===== config.mk =====
export PLATFORM = sky130hd
export DESIGN_NAME = auth_page_responder
export DESIGN_NICKNAME = d
export VERILOG_FILES = /design/src/rtl/auth_resp_pkg.sv /design/src/rtl/auth_block_builder.sv /design/src/rtl/auth_crc16_acc.sv /design/src/rtl/auth_sha1_core.sv /design/src/rtl/auth_page_responder.sv
export SDC_FILE = /design/constraint.sdc
export NUM_CORES = 2
export LEC_CHECK = 0
export BUFFER_PORTS_ARGS = -buffer_cell sky130_fd_sc_hd__buf_2
export CORE_MARGIN = 2
export CORE_UTILIZATION = 50
export DETAILED_ROUTE_END_ITERATION = 12
export GPL_TIMING_DRIVEN = 0
export HOLD_SLACK_MARGIN = 0.05
export PLACE_DENSITY = 0.72
export SYNTH_ARGS = -nofsm -noshare
export SYNTH_HDL_FRONTEND = slang
export SYNTH_HIERARCHICAL = 1
export SYNTH_SLANG_ARGS = --single-unit

===== constraint.sdc =====
create_clock -name clk -period 6.39 [get_ports clk]
set_clock_uncertainty 0.15 [all_clocks]
set_input_delay 0.9585 -clock clk [delete_from_list [all_inputs] [get_ports clk]]
set_output_delay 0.9585 -clock clk [all_outputs]
set_load 0.01 [all_outputs]

===== src/rtl/auth_resp_pkg.sv =====
package auth_resp_pkg;

    localparam int SHA_WORDS    = 16;
    localparam int SHA_ROUNDS   = 80;
    localparam int BLOCK_BITS   = 32 * SHA_WORDS;
    localparam int PAGE_BYTES   = 32;
    localparam int DIGEST_BYTES = 20;
    localparam int XCONST_BYTES = 11;

    typedef enum logic [2:0] {
        ST_IDLE,
        ST_PAGE,
        ST_FILL,
        ST_CRC_LO,
        ST_CRC_HI,
        ST_HASH,
        ST_DIGEST
    } resp_state_e;

    // Reflected CRC-16 (x^16+x^15+x^2+1), one byte, LSB first
    function automatic logic [15:0] crc16_step(input logic [15:0] cur, input logic [7:0] din);
        logic [15:0] r;
        r = cur;
        for (int i = 0; i < 8; i++) begin
            if (r[0] ^ din[i]) r = (r >> 1) ^ 16'hA001;
            else               r = r >> 1;
        end
        return r;
    endfunction

endpackage


===== src/rtl/auth_block_builder.sv =====
module auth_block_builder
    import auth_resp_pkg::*;
#(
    parameter int                        PAGE_W  = 2,
    parameter logic [8*XCONST_BYTES-1:0] XCONST  = 88'h5A_A5_3C_C3_0F_F0_96_69_11_22_33,
    parameter logic [7:0]                M_BASE  = 8'h0C,
    parameter int                        M_SHIFT = 5
) (
    input  logic [63:0]             secret,
    input  logic [55:0]             uid,
    input  logic [8*PAGE_BYTES-1:0] page_data,
    input  logic [39:0]             challenge,
    input  logic                    short_chal,
    input  logic [PAGE_W-1:0]       page_num,
    output logic [BLOCK_BITS-1:0]   block
);

    localparam int PAGE_TOP = BLOCK_BITS - 33;   // MSB of word 1

    logic [7:0] ch0, ch1, mval;

    function automatic logic [7:0] xb(input int idx);
        return XCONST[8*idx +: 8];
    endfunction

    assign ch0  = short_chal ? 8'hFF : challenge[7:0];
    assign ch1  = short_chal ? 8'hFF : challenge[15:8];
    assign mval = M_BASE | 8'(8'(page_num) << M_SHIFT);

    // word 0: first half of the secret
    assign block[511:480] = {secret[7:0], secret[15:8], secret[23:16], secret[31:24]};

    // words 1..8: page bytes, first byte most significant
    for (genvar g = 0; g < PAGE_BYTES; g++) begin : g_page
        assign block[PAGE_TOP - 8*g -: 8] = page_data[8*g +: 8];
    end

    assign block[223:192] = {ch0, ch1, xb(0), xb(1)};
    assign block[191:160] = {mval, uid[7:0], uid[15:8], uid[23:16]};
    assign block[159:128] = {uid[31:24], uid[39:32], uid[47:40], uid[55:48]};
    assign block[127:96]  = {secret[39:32], secret[47:40], secret[55:48], secret[63:56]};
    assign block[95:64]   = {challenge[23:16], challenge[31:24], challenge[39:32], xb(2)};
    assign block[63:32]   = {xb(3), xb(4), xb(5), xb(6)};
    assign block[31:0]    = {xb(7), xb(8), xb(9), xb(10)};

endmodule


===== src/rtl/auth_crc16_acc.sv =====
module auth_crc16_acc
    import auth_resp_pkg::*;
#(
    parameter logic [7:0] CMD_CODE = 8'hA5
) (
    input  logic        clk,
    input  logic        rst_n,
    input  logic        start,
    input  logic [15:0] addr,
    input  logic        upd,
    input  logic [7:0]  din,
    output logic [15:0] crc
);

    always_ff @(posedge clk or negedge rst_n) begin
        if (!rst_n) begin
            crc <= 16'h0000;
        end else if (start) begin
            crc <= crc16_step(crc16_step(crc16_step(16'h0000, CMD_CODE), addr[7:0]), addr[15:8]);
        end else if (upd) begin
            crc <= crc16_step(crc, din);
        end
    end

endmodule


===== src/rtl/auth_sha1_core.sv =====
module auth_sha1_core
    import auth_resp_pkg::*;
(
    input  logic                  clk,
    input  logic                  rst_n,
    input  logic                  load,
    input  logic [BLOCK_BITS-1:0] block,
    output logic                  busy,
    output logic                  last,
    output logic [159:0]          digest
);

    localparam int RND_W = $clog2(SHA_ROUNDS);

    logic [31:0]      w [SHA_WORDS];
    logic [31:0]      ra, rb, rc, rd, re;
    logic [RND_W-1:0] rnd;
    logic [31:0]      fval, kval, tmp, wnew, wmix;

    always_comb begin
        if (rnd < RND_W'(20)) begin
            fval = (rb & rc) | (~rb & rd);
            kval = 32'h5A827999;
        end else if (rnd < RND_W'(40)) begin
            fval = rb ^ rc ^ rd;
            kval = 32'h6ED9EBA1;
        end else if (rnd < RND_W'(60)) begin
            fval = (rb & rc) | (rb & rd) | (rc & rd);
            kval = 32'h8F1BBCDC;
        end else begin
            fval = rb ^ rc ^ rd;
            kval = 32'hCA62C1D6;
        end
        tmp  = {ra[26:0], ra[31:27]} + fval + re + kval + w[0];
        wmix = w[13] ^ w[8] ^ w[2] ^ w[0];
        wnew = {wmix[30:0], wmix[31]};
    end

    always_ff @(posedge clk or negedge rst_n) begin
        if (!rst_n) begin
            busy <= 1'b0;
            rnd  <= '0;
            ra   <= '0;
            rb   <= '0;
            rc   <= '0;
            rd   <= '0;
            re   <= '0;
            for (int i = 0; i < SHA_WORDS; i++) w[i] <= '0;
        end else if (load) begin
            busy <= 1'b1;
            rnd  <= '0;
            ra   <= 32'h67452301;
            rb   <= 32'hEFCDAB89;
            rc   <= 32'h98BADCFE;
            rd   <= 32'h10325476;
            re   <= 32'hC3D2E1F0;
            for (int i = 0; i < SHA_WORDS; i++) w[i] <= block[BLOCK_BITS-1-32*i -: 32];
        end else if (busy) begin
            ra <= tmp;
            rb <= ra;
            rc <= {rb[1:0], rb[31:2]};
            rd <= rc;
            re <= rd;
            for (int i = 0; i < SHA_WORDS-1; i++) w[i] <= w[i+1];
            w[SHA_WORDS-1] <= wnew;
            rnd <= rnd + 1'b1;
            if (rnd == RND_W'(SHA_ROUNDS-1)) busy <= 1'b0;
        end
    end

    assign last   = busy && (rnd == RND_W'(SHA_ROUNDS-1));
    assign digest = {ra, rb, rc, rd, re};

endmodule


===== src/rtl/auth_page_responder.sv =====
module auth_page_responder
    import auth_resp_pkg::*;
#(
    parameter int                        PAGE_W   = 2,
    parameter logic [7:0]                CMD_CODE = 8'hA5,
    parameter logic [7:0]                M_BASE   = 8'h0C,
    parameter int                        M_SHIFT  = 5,
    parameter logic [8*XCONST_BYTES-1:0] XCONST   = 88'h5A_A5_3C_C3_0F_F0_96_69_11_22_33
) (
    input  logic                    clk,
    input  logic                    rst_n,
    input  logic [63:0]             secret,
    input  logic [55:0]             uid,
    input  logic [8*PAGE_BYTES-1:0] page_data,
    input  logic [39:0]             challenge,
    input  logic                    short_chal,
    input  logic [PAGE_W-1:0]       page_num,
    input  logic                    req_valid,
    output logic                    req_ready,
    output logic                    out_valid,
    input  logic                    out_ready,
    output logic [7:0]              out_data
);

    localparam int IDX_W    = $clog2(PAGE_BYTES);
    localparam int PAGE_TOP = BLOCK_BITS - 33;

    resp_state_e             state, state_nxt;
    logic [IDX_W-1:0]        idx;
    logic [BLOCK_BITS-1:0]   blk_in, blk_q;
    logic [15:0]             crc, addr;
    logic [159:0]            digest;
    logic                    core_busy, core_last, core_load;
    logic                    req_fire, out_fire, page_end, dig_end;
    logic [8:0]              pg_bit;
    logic [7:0]              dg_bit;

    assign req_fire  = req_valid && req_ready;
    assign out_fire  = out_valid && out_ready;
    assign page_end  = idx == IDX_W'(PAGE_BYTES-1);
    assign dig_end   = idx == IDX_W'(DIGEST_BYTES-1);
    assign core_load = (state == ST_CRC_HI) && out_fire;
    assign addr      = 16'(32'(page_num) * PAGE_BYTES);

    auth_block_builder #(
        .PAGE_W (PAGE_W),
        .XCONST (XCONST),
        .M_BASE (M_BASE),
        .M_SHIFT(M_SHIFT)
    ) u_build (
        .secret    (secret),
        .uid       (uid),
        .page_data (page_data),
        .challenge (challenge),
        .short_chal(short_chal),
        .page_num  (page_num),
        .block     (blk_in)
    );

    auth_crc16_acc #(.CMD_CODE(CMD_CODE)) u_crc (
        .clk  (clk),
        .rst_n(rst_n),
        .start(req_fire),
        .addr (addr),
        .upd  ((state == ST_PAGE) && out_fire),
        .din  (out_data),
        .crc  (crc)
    );

    auth_sha1_core u_sha (
        .clk   (clk),
        .rst_n (rst_n),
        .load  (core_load),
        .block (blk_q),
        .busy  (core_busy),
        .last  (core_last),
        .digest(digest)
    );

    // state register, byte index and captured block
    always_ff @(posedge clk or negedge rst_n) begin
        if (!rst_n) begin
            state <= ST_IDLE;
            idx   <= '0;
            blk_q <= '0;
        end else begin
            state <= state_nxt;
            if (req_fire) begin
                blk_q <= blk_in;
                idx   <= '0;
            end else if (out_fire && (state == ST_PAGE)) begin
                idx <= page_end ? '0 : idx + 1'b1;
            end else if (out_fire && (state == ST_DIGEST)) begin
                idx <= dig_end ? '0 : idx + 1'b1;
            end
        end
    end

    // next state
    always_comb begin
        state_nxt = state;
        unique case (state)
            ST_IDLE:   if (req_fire)             state_nxt = ST_PAGE;
            ST_PAGE:   if (out_fire && page_end) state_nxt = ST_FILL;
            ST_FILL:   if (out_fire)             state_nxt = ST_CRC_LO;
            ST_CRC_LO: if (out_fire)             state_nxt = ST_CRC_HI;
            ST_CRC_HI: if (out_fire)             state_nxt = ST_HASH;
            ST_HASH:   if (core_last)            state_nxt = ST_DIGEST;
            ST_DIGEST: if (out_fire && dig_end)  state_nxt = ST_IDLE;
            default:                             state_nxt = ST_IDLE;
        endcase
    end

    assign pg_bit = 9'(PAGE_TOP) - {1'b0, idx, 3'b000};
    assign dg_bit = {idx, 3'b000};

    // outputs
    always_comb begin
        req_ready = 1'b0;
        out_valid = 1'b0;
        out_data  = 8'h00;
        unique case (state)
            ST_IDLE:   req_ready = 1'b1;
            ST_PAGE:   begin out_valid = 1'b1; out_data = blk_q[pg_bit -: 8]; end
            ST_FILL:   begin out_valid = 1'b1; out_data = 8'hFF;              end
            ST_CRC_LO: begin out_valid = 1'b1; out_data = ~crc[7:0];          end
            ST_CRC_HI: begin out_valid = 1'b1; out_data = ~crc[15:8];         end
            ST_HASH:   ;
            ST_DIGEST: begin out_valid = 1'b1; out_data = digest[dg_bit +: 8]; end
            default:   ;
        endcase
    end

endmodule


## Yosys cells after proc, flatten, opt, wreduce, memory -nomap -nowiden

Cells that the tools add are included.

| storage, ports and cells | value |
|---|---|
| flip-flop bits (word level) | 1164 |

| operators by class | value |
|---|---|
| add/subtract/negate cells | 7 |
| order comparisons | 3 |
| eq/ne operators | 16 |
| shift operators | 2 |
| muxes and demuxes | 95 |
| bitwise operators | 48 |
| reduce and logical (&&, ||, !) cells | 14 |

Operators with widths:

| operator | number |
|---|---|
| 512-bit 2-to-1 mux | 2 |
| 16-bit 2-to-1 mux | 54 |
| 519-bit by 10-bit indexed part select with 8-bit output | 1 |
| 32-bit 2-to-1 mux | 15 |
| 160-bit by 9-bit indexed part select with 8-bit output | 1 |
| 32-bit XOR | 5 |
| 32-bit adder | 4 |
| 32-bit AND | 4 |
| 32-bit bitwise OR | 3 |
| 2-bit NOT with 3-bit output | 23 |
| 8-bit case mux with 5 select lines | 1 |
| 32-bit NOT | 1 |
| 31-bit 2-to-1 mux | 1 |
| 5-bit 2-to-1 mux | 5 |
| 3-bit 2-to-1 mux | 7 |
| 3-bit case mux with 7 select lines | 1 |
| 8-bit 2-to-1 mux | 2 |
| 8-bit NOT | 2 |
| 7-bit by 6-bit < comparator with 1-bit output, second input constant | 2 |
| 7-bit 2-to-1 mux | 2 |
| 5-bit == test, second input constant | 2 |
| 2-bit inequality test, second input constant | 5 |
| 1-bit XOR | 10 |
| 3-bit == test, second input constant | 3 |
| 15 further kinds | 29 |

## Depth between registers and ports, before layout

| depth | value |
|---|---|
| depth after elaboration | 49 |
| gate-level depth with buffers | 24 |

## Hierarchy

Netlist, hierarchy kept.

Modules (own cells, without submodules):

| module | instances | cells an instance | area an instance (µm²) | sequential area each (µm²) |
|---|---|---|---|---|
| auth_sha1_core | 1 | 3545 | 36178.4 | 17016.3 |
| auth_page_responder | 1 | 1605 | 25102.8 | 13012.5 |
| auth_block_builder | 1 | 515 | 3842.4 | 0.0 |
| auth_crc16_acc | 1 | 151 | 1391.3 | 400.4 |

## Worst setup path after synthesis

OpenSTA, ideal clock, no wires.

| path | value |
|---|---|
| path type | register to register |
| start point | register u_sha.rnd[3] |
| end point | register u_sha.ra[31] |
| data arrival time | 5.162 ns |
| data required time | 6.106 ns |
| slack | 0.944 ns |
| stages on the path, launching flop included | 23 |
| path buffers | 3 |
| period minus slack after synthesis | 5.446 ns |
| path through | dfrtp_1 -> buf_2 -> o21a_1 -> nor2_1 -> nand2_1 -> nand2_1 -> buf_2 -> buf_2 -> a222oi_1 -> fa_1 -> fa_1 -> inv_1 -> ha_1 -> inv_1 -> fa_1 -> nor2b_4 -> o31ai_1 -> a31oi_2 -> a41oi_4 -> o21a_1 -> o21ai_0 -> mux2i_1 -> o31ai_1 |

| between the ends | value |
|---|---|
| cells in the longest elaborated chain, start to end | 10 |
| elaborated cells between the ends (all ways) | 15 |
| classes of those cells | add/sub: 4; order compare: 3; mux: 8 |

Ends and longest elaborated chain:

| element | line | RTL |
|---|---|---|
| start: declaration | auth_sha1_core.sv:17 | `logic [RND_W-1:0] rnd;` |
| start signal: assignment | auth_sha1_core.sv:66 | `rnd <= rnd + 1'b1;` |
| 7-bit by 6-bit < comparator with 1-bit output | auth_sha1_core.sv:27 | `end else if (rnd < RND_W'(60)) begin` |
| 32-bit 2-to-1 mux | auth_sha1_core.sv:27 |  |
| 32-bit 2-to-1 mux | auth_sha1_core.sv:24 | `end else if (rnd < RND_W'(40)) begin` |
| 32-bit 2-to-1 mux | auth_sha1_core.sv:21 | `if (rnd < RND_W'(20)) begin` |
| 32-bit adder (2 in a row) | auth_sha1_core.sv:34 | `tmp = {ra[26:0], ra[31:27]} + fval + re + kval + w[0];` |
| 32-bit adder (*) (2 in a row) | auth_sha1_core.sv:34 |  |
| 32-bit 2-to-1 mux (*) | auth_sha1_core.sv:58 | `end else if (busy) begin` |
| 32-bit 2-to-1 mux (*) | auth_sha1_core.sv:49 | `end else if (load) begin` |
| end signal: assignment | auth_sha1_core.sv:59 | `ra <= tmp;` |
| end: declaration | auth_sha1_core.sv:16 | `logic [31:0] ra, rb, rc, rd, re;` |

Every way passes the cells marked *; elsewhere a longest branch is shown, timed or not. The select of a mux whose other input is x is not followed.
A chain may end at the register's enable or synchronous reset.

## Worst setup path in the final report

| path | value |
|---|---|
| start point | register idx[1] |
| end point | output out_data[1] |

| between the ends | value |
|---|---|
| cells in the longest elaborated chain, start to end | 3 |
| elaborated cells between the ends (all ways) | 4 |
| classes of those cells | add/sub: 1; shift: 2; mux: 1 |

Ends and longest elaborated chain:

| element | line | RTL |
|---|---|---|
| start: declaration | auth_page_responder.sv:29 | `logic [IDX_W-1:0] idx;` |
| start signal: assignment | auth_page_responder.sv:92 | `idx <= page_end ? '0 : idx + 1'b1;` |
| start signal: assignment | auth_page_responder.sv:94 | `idx <= dig_end ? '0 : idx + 1'b1;` |
| 9-bit by 8-bit subtractor with 9-bit output | auth_page_responder.sv:114 | `assign pg_bit = 9'(PAGE_TOP) - {1'b0, idx, 3'b000};` |
| 519-bit by 10-bit indexed part select with 8-bit output | auth_page_responder.sv:124 | `ST_PAGE: begin out_valid = 1'b1; out_data = blk_q[pg_bit -: 8]; end` |
| 8-bit case mux with 5 select lines (*) | auth_page_responder.sv:122 | `unique case (state)` |
| end: declaration | auth_page_responder.sv:22 | `output logic [7:0] out_data` |

Every way passes the cells marked *; elsewhere a longest branch is shown, timed or not.

==> results.yml <==
clocking:
  insertion_delay_ns: 0.79
  numCtsBuffers: 138
  cts_tree: "yes"
  cts.sinks: 1216
  clk_pin_slew_worst_paths_ns: 0.06
  htreeDepth: 4
  root_buffer: "clkbuf_16"
  cts.path.max_buffers: 3
floorplanning:
  io_pins: 433
  dieArea_um2: 136000
  die_w_um: 369
  initial_core_util_pct: 50.5
  core_area_um2: 132000
  die_h_um: 369
  core.rowCount: 133
grt:
  grt_max_degree: 169
  track_usage_pct: 39.8
  grt_pass1_wl_um: 376000
  antenna_found_initial: 19
  gr-total-overflow: 0
  grt_pass1_vias: 48500
critical_path:
  crit_buf_inv: 5
  crit_family: "buffers and inverters"
  cp_slowest_stage_delay_ns: 0.69
  cp-end-kind: "output pin"
  crit_arrival_ns: 5.28
  r2r_end: "u_crc/crc[15]"
  cp_slowest_cell: "mux2i_1"
  crit_chain: "buf_6 -> buf_12 -> buf_4 -> buf_2 -> mux4_2 -> mux2i_1 -> o22ai_1 -> nor4_2 -> nand3_2 -> buf_2"
  crit_type: "register to output pin"
  crit_required_ns: 5.28
  reg2reg_depth: 15
  start_kind: "register"
  cp_max_fo: 10
  cp_common_cell: "buf_2"
  rrSetupSlack_ns: 0.03
  r2r-start: "idx[1]"
sta:
  final.min_clock_period_ns: 6.39
  hold_viol: 0
  max_clock_freq_mhz: 157
  rsz0062_at_grt: "false"
  max_slew_margin_pct: -4.39
  tightest_slew_ns: 1.57
  setup-violations-final: 0
  period_share_pct: 100
  drv_slew: 11
logic_synthesis:
  yosys.area.top_type: "dfrtp_1"
  synthCells: 5816
  ys_async_sr_fraction_pct: 100
  yosysTopAreaCellShare_pct: 45.7
  yosys_warnings: 6
  synthTopCellsByArea: "dfrtp_1 46%, mux2i_1 10%, mux2_2 8.9%, buf_4 5.9%, mux4_2 5.1%"
  synth-seq-cells: 1216
  synth-edff-count: 0
  synthFlopType: "dfrtp_1"
  syn_avg_cell_area_um2: 11.4
  seq_area_frac_synth_pct: 45.7
  synthDistinctLibCells: 95
  syn-cell-area_um2: 66500
finish:
  area_delta_synth_final_pct: 12.4
  nFillCells: 11200
  seqCellArea_um2: 30400
  finalNetCount: 6716
  multi_input_comb_area_um2: 30500
  fin_cells: 8012
  drive_above_1_share_pct: 26.2
place:
  dp.cells: 7736
  post-dp-hpwl_um: 211000
  place_congestion: 1.05
  io_buffers: 32
detailed_routing:
  drtIter0Drc: 6196
  vias: 49000
  wl_um: 272000
  via_per_inst: 6.12
  drc: 0
  first_pass_iters: 6
  avgRoutedWirePerCell_um: 33.9
  ant_nets: 0
hold_path:
  holdPathStages: 2
  hold_path.class: "primary input to register"
  min-delay-start: "uid[49]"
  whs_endpoint: "blk_q[129]"
outcome:
  violations: "max-capacitance violations, max-slew violations"
  status: "complete, but fails checks"
flow_run:
  cap_violations: 1
placed cells by master, fill, tap and decap left out, types with 9 or more instances in the layout:
cell type,netlist,layout
fa_1,120,119
buf_2,69,98
conb_1,3,124
nand3_1,31,29
xor2_1,22,22
a211oi_1,12,12
a221o_1,13,13
dfrtp_1,1216,1216
nor2_1,178,177
mux4_2,150,150
buf_16,0,9
nand2_1,705,704
o211ai_1,25,25
diode_2,0,12
o221ai_1,11,11
clkbuf_8,0,21
buf_1,56,52
buf_6,18,23
mux2_2,528,528
clkbuf_16,0,140
ha_1,43,41
mux2i_1,692,691
buf_4,521,531
clkbuf_1,181,207
bufinv_16,0,16
o21ai_0,552,548
nor2b_1,19,19
nand2b_1,9,9
a21oi_1,82,80
or2_1,17,17
a21o_1,15,15
o22ai_1,16,16
and2_1,9,9
clkinv_2,0,28
xnor2_1,147,147
inv_1,188,188
nand4_1,9,9
cell usage after synthesis (56+ instances only):
library cell  count
dfrtp_1        1216
buf_4           521
nor2_1          178
inv_1           188
fa_1            120
xnor2_1         147
mux2i_1         692
nand2_1         705
buf_2            69
buf_1            56
clkbuf_1        181
a21oi_1          82
mux2_2          528
o21ai_0         552
mux4_2          150
cell families (layout without fill, tap and decap cells):
logic type      after synthesis  in the layout  synth area share (%)
mux                        1378           1378                  24.7
flops                      1216           1216                  45.7
buf+inv                    1042           1350                  9.21
simple gates               1024           1024                  6.34
compound gates              815            815                  7.09
xor+xnor                    175            175                  2.42
fa+ha+maj                   163            163                  4.42
other cells                   3            136                0.0169
layer usage:
layer | global-route usage, % | share of wire [%] | up-vias
met3 | 8.92 | 9.5 | 731
met1 | 50.0 | 37 | 25200
li1 | - | - | 20200
met5 | 0 | 0.022 | -
met2 | 62.3 | 45 | 2961
met4 | 25.3 | 8.0 | 8
worst max path at each step:
stage,start,to,slack [ns],cells after the start
final,idx[1],out_data[1],0.0009,10
after global routing,u_sha/rnd[3],u_sha/ra[28],0.01,21
after CTS,u_sha/rnd[3],u_sha/ra[28],-0.002,21
after detailed placement,u_sha/rnd[3],u_sha/ra[28],-1.60,23
after global placement,rst_n,blk_q[145],-23.31,1
after floorplan,u_sha/rnd[3],u_sha/ra[31],0.94,22
state kept, by name, indices dropped and copies added (netlist names):
| signal | count |
|---|---|
| state | 3 |
| idx | 5 |
| u_sha/rnd | 7 |
| u_crc/crc | 16 |
| u_sha/rb | 32 |
| u_sha/rd | 32 |
| u_sha/ra | 32 |
| u_sha/busy | 1 |
| u_sha/w | 512 |
| blk_q | 512 |
| u_sha/rc | 32 |
| u_sha/re | 32 |
stage by stage:
| stage | worst slack (ns) | hold WS (ns) | TNS (ns) | utilization, % | cell area [µm²] |
|---|---|---|---|---|---|
| after floorplan | 0.944 | 0.299 | 0 | - | 67000 |
| after global placement | -23.31 | 0.310 | - | 52.6 | 69300 |
| after detailed placement | -1.60 | 0.325 | -24.00 | 52.8 | 69600 |
| after CTS | -0.00168 | 0.218 | -0.00168 | 56.6 | 74600 |
| after global routing | 0.0100 | 0.241 | 0 | 56.7 | 74700 |
| final | 0.000886 | 0.252 | 0 | 56.7 | 74800 |
worst register-to-register path: stages, from the launching register on:
cell	delay (ns)
dfrtp_1	0.38
buf_6	0.20
buf_12	0.20
buf_4	0.39
buf_2	0.57
mux4_2	0.41
mux2i_1	0.69
o22ai_1	0.22
nor4_2	0.63
nand3_2	0.50
xnor2_1	0.42
xnor2_1	0.26
xnor3_1	0.52
xnor2_1	0.44
a21oi_1	0.13
o31a_1	0.13
final cells by class:
class	count	area share, %
multi-input cells	3679	40.9
flip-flops and latches	1216	40.7
plain buffers	844	7.23
clock buffers	190	5.22
well taps	1755	2.94
clock inverters	65	1.28
inverters	194	0.977
repair buffers	57	0.773
diodes	12	0.0402
timing repair:
item,in CTS,in global routing
cloned,0,0
setup endpoints to repair,36,6
hold buffers,1,0
resized for setup,29,11
hold endpoints to repair,96,0
buffers inserted,6,4
pin swaps,6,10
Power is not shown: default switching activity piles up to over one toggle a cycle in this logic, so the estimate is an artifact.
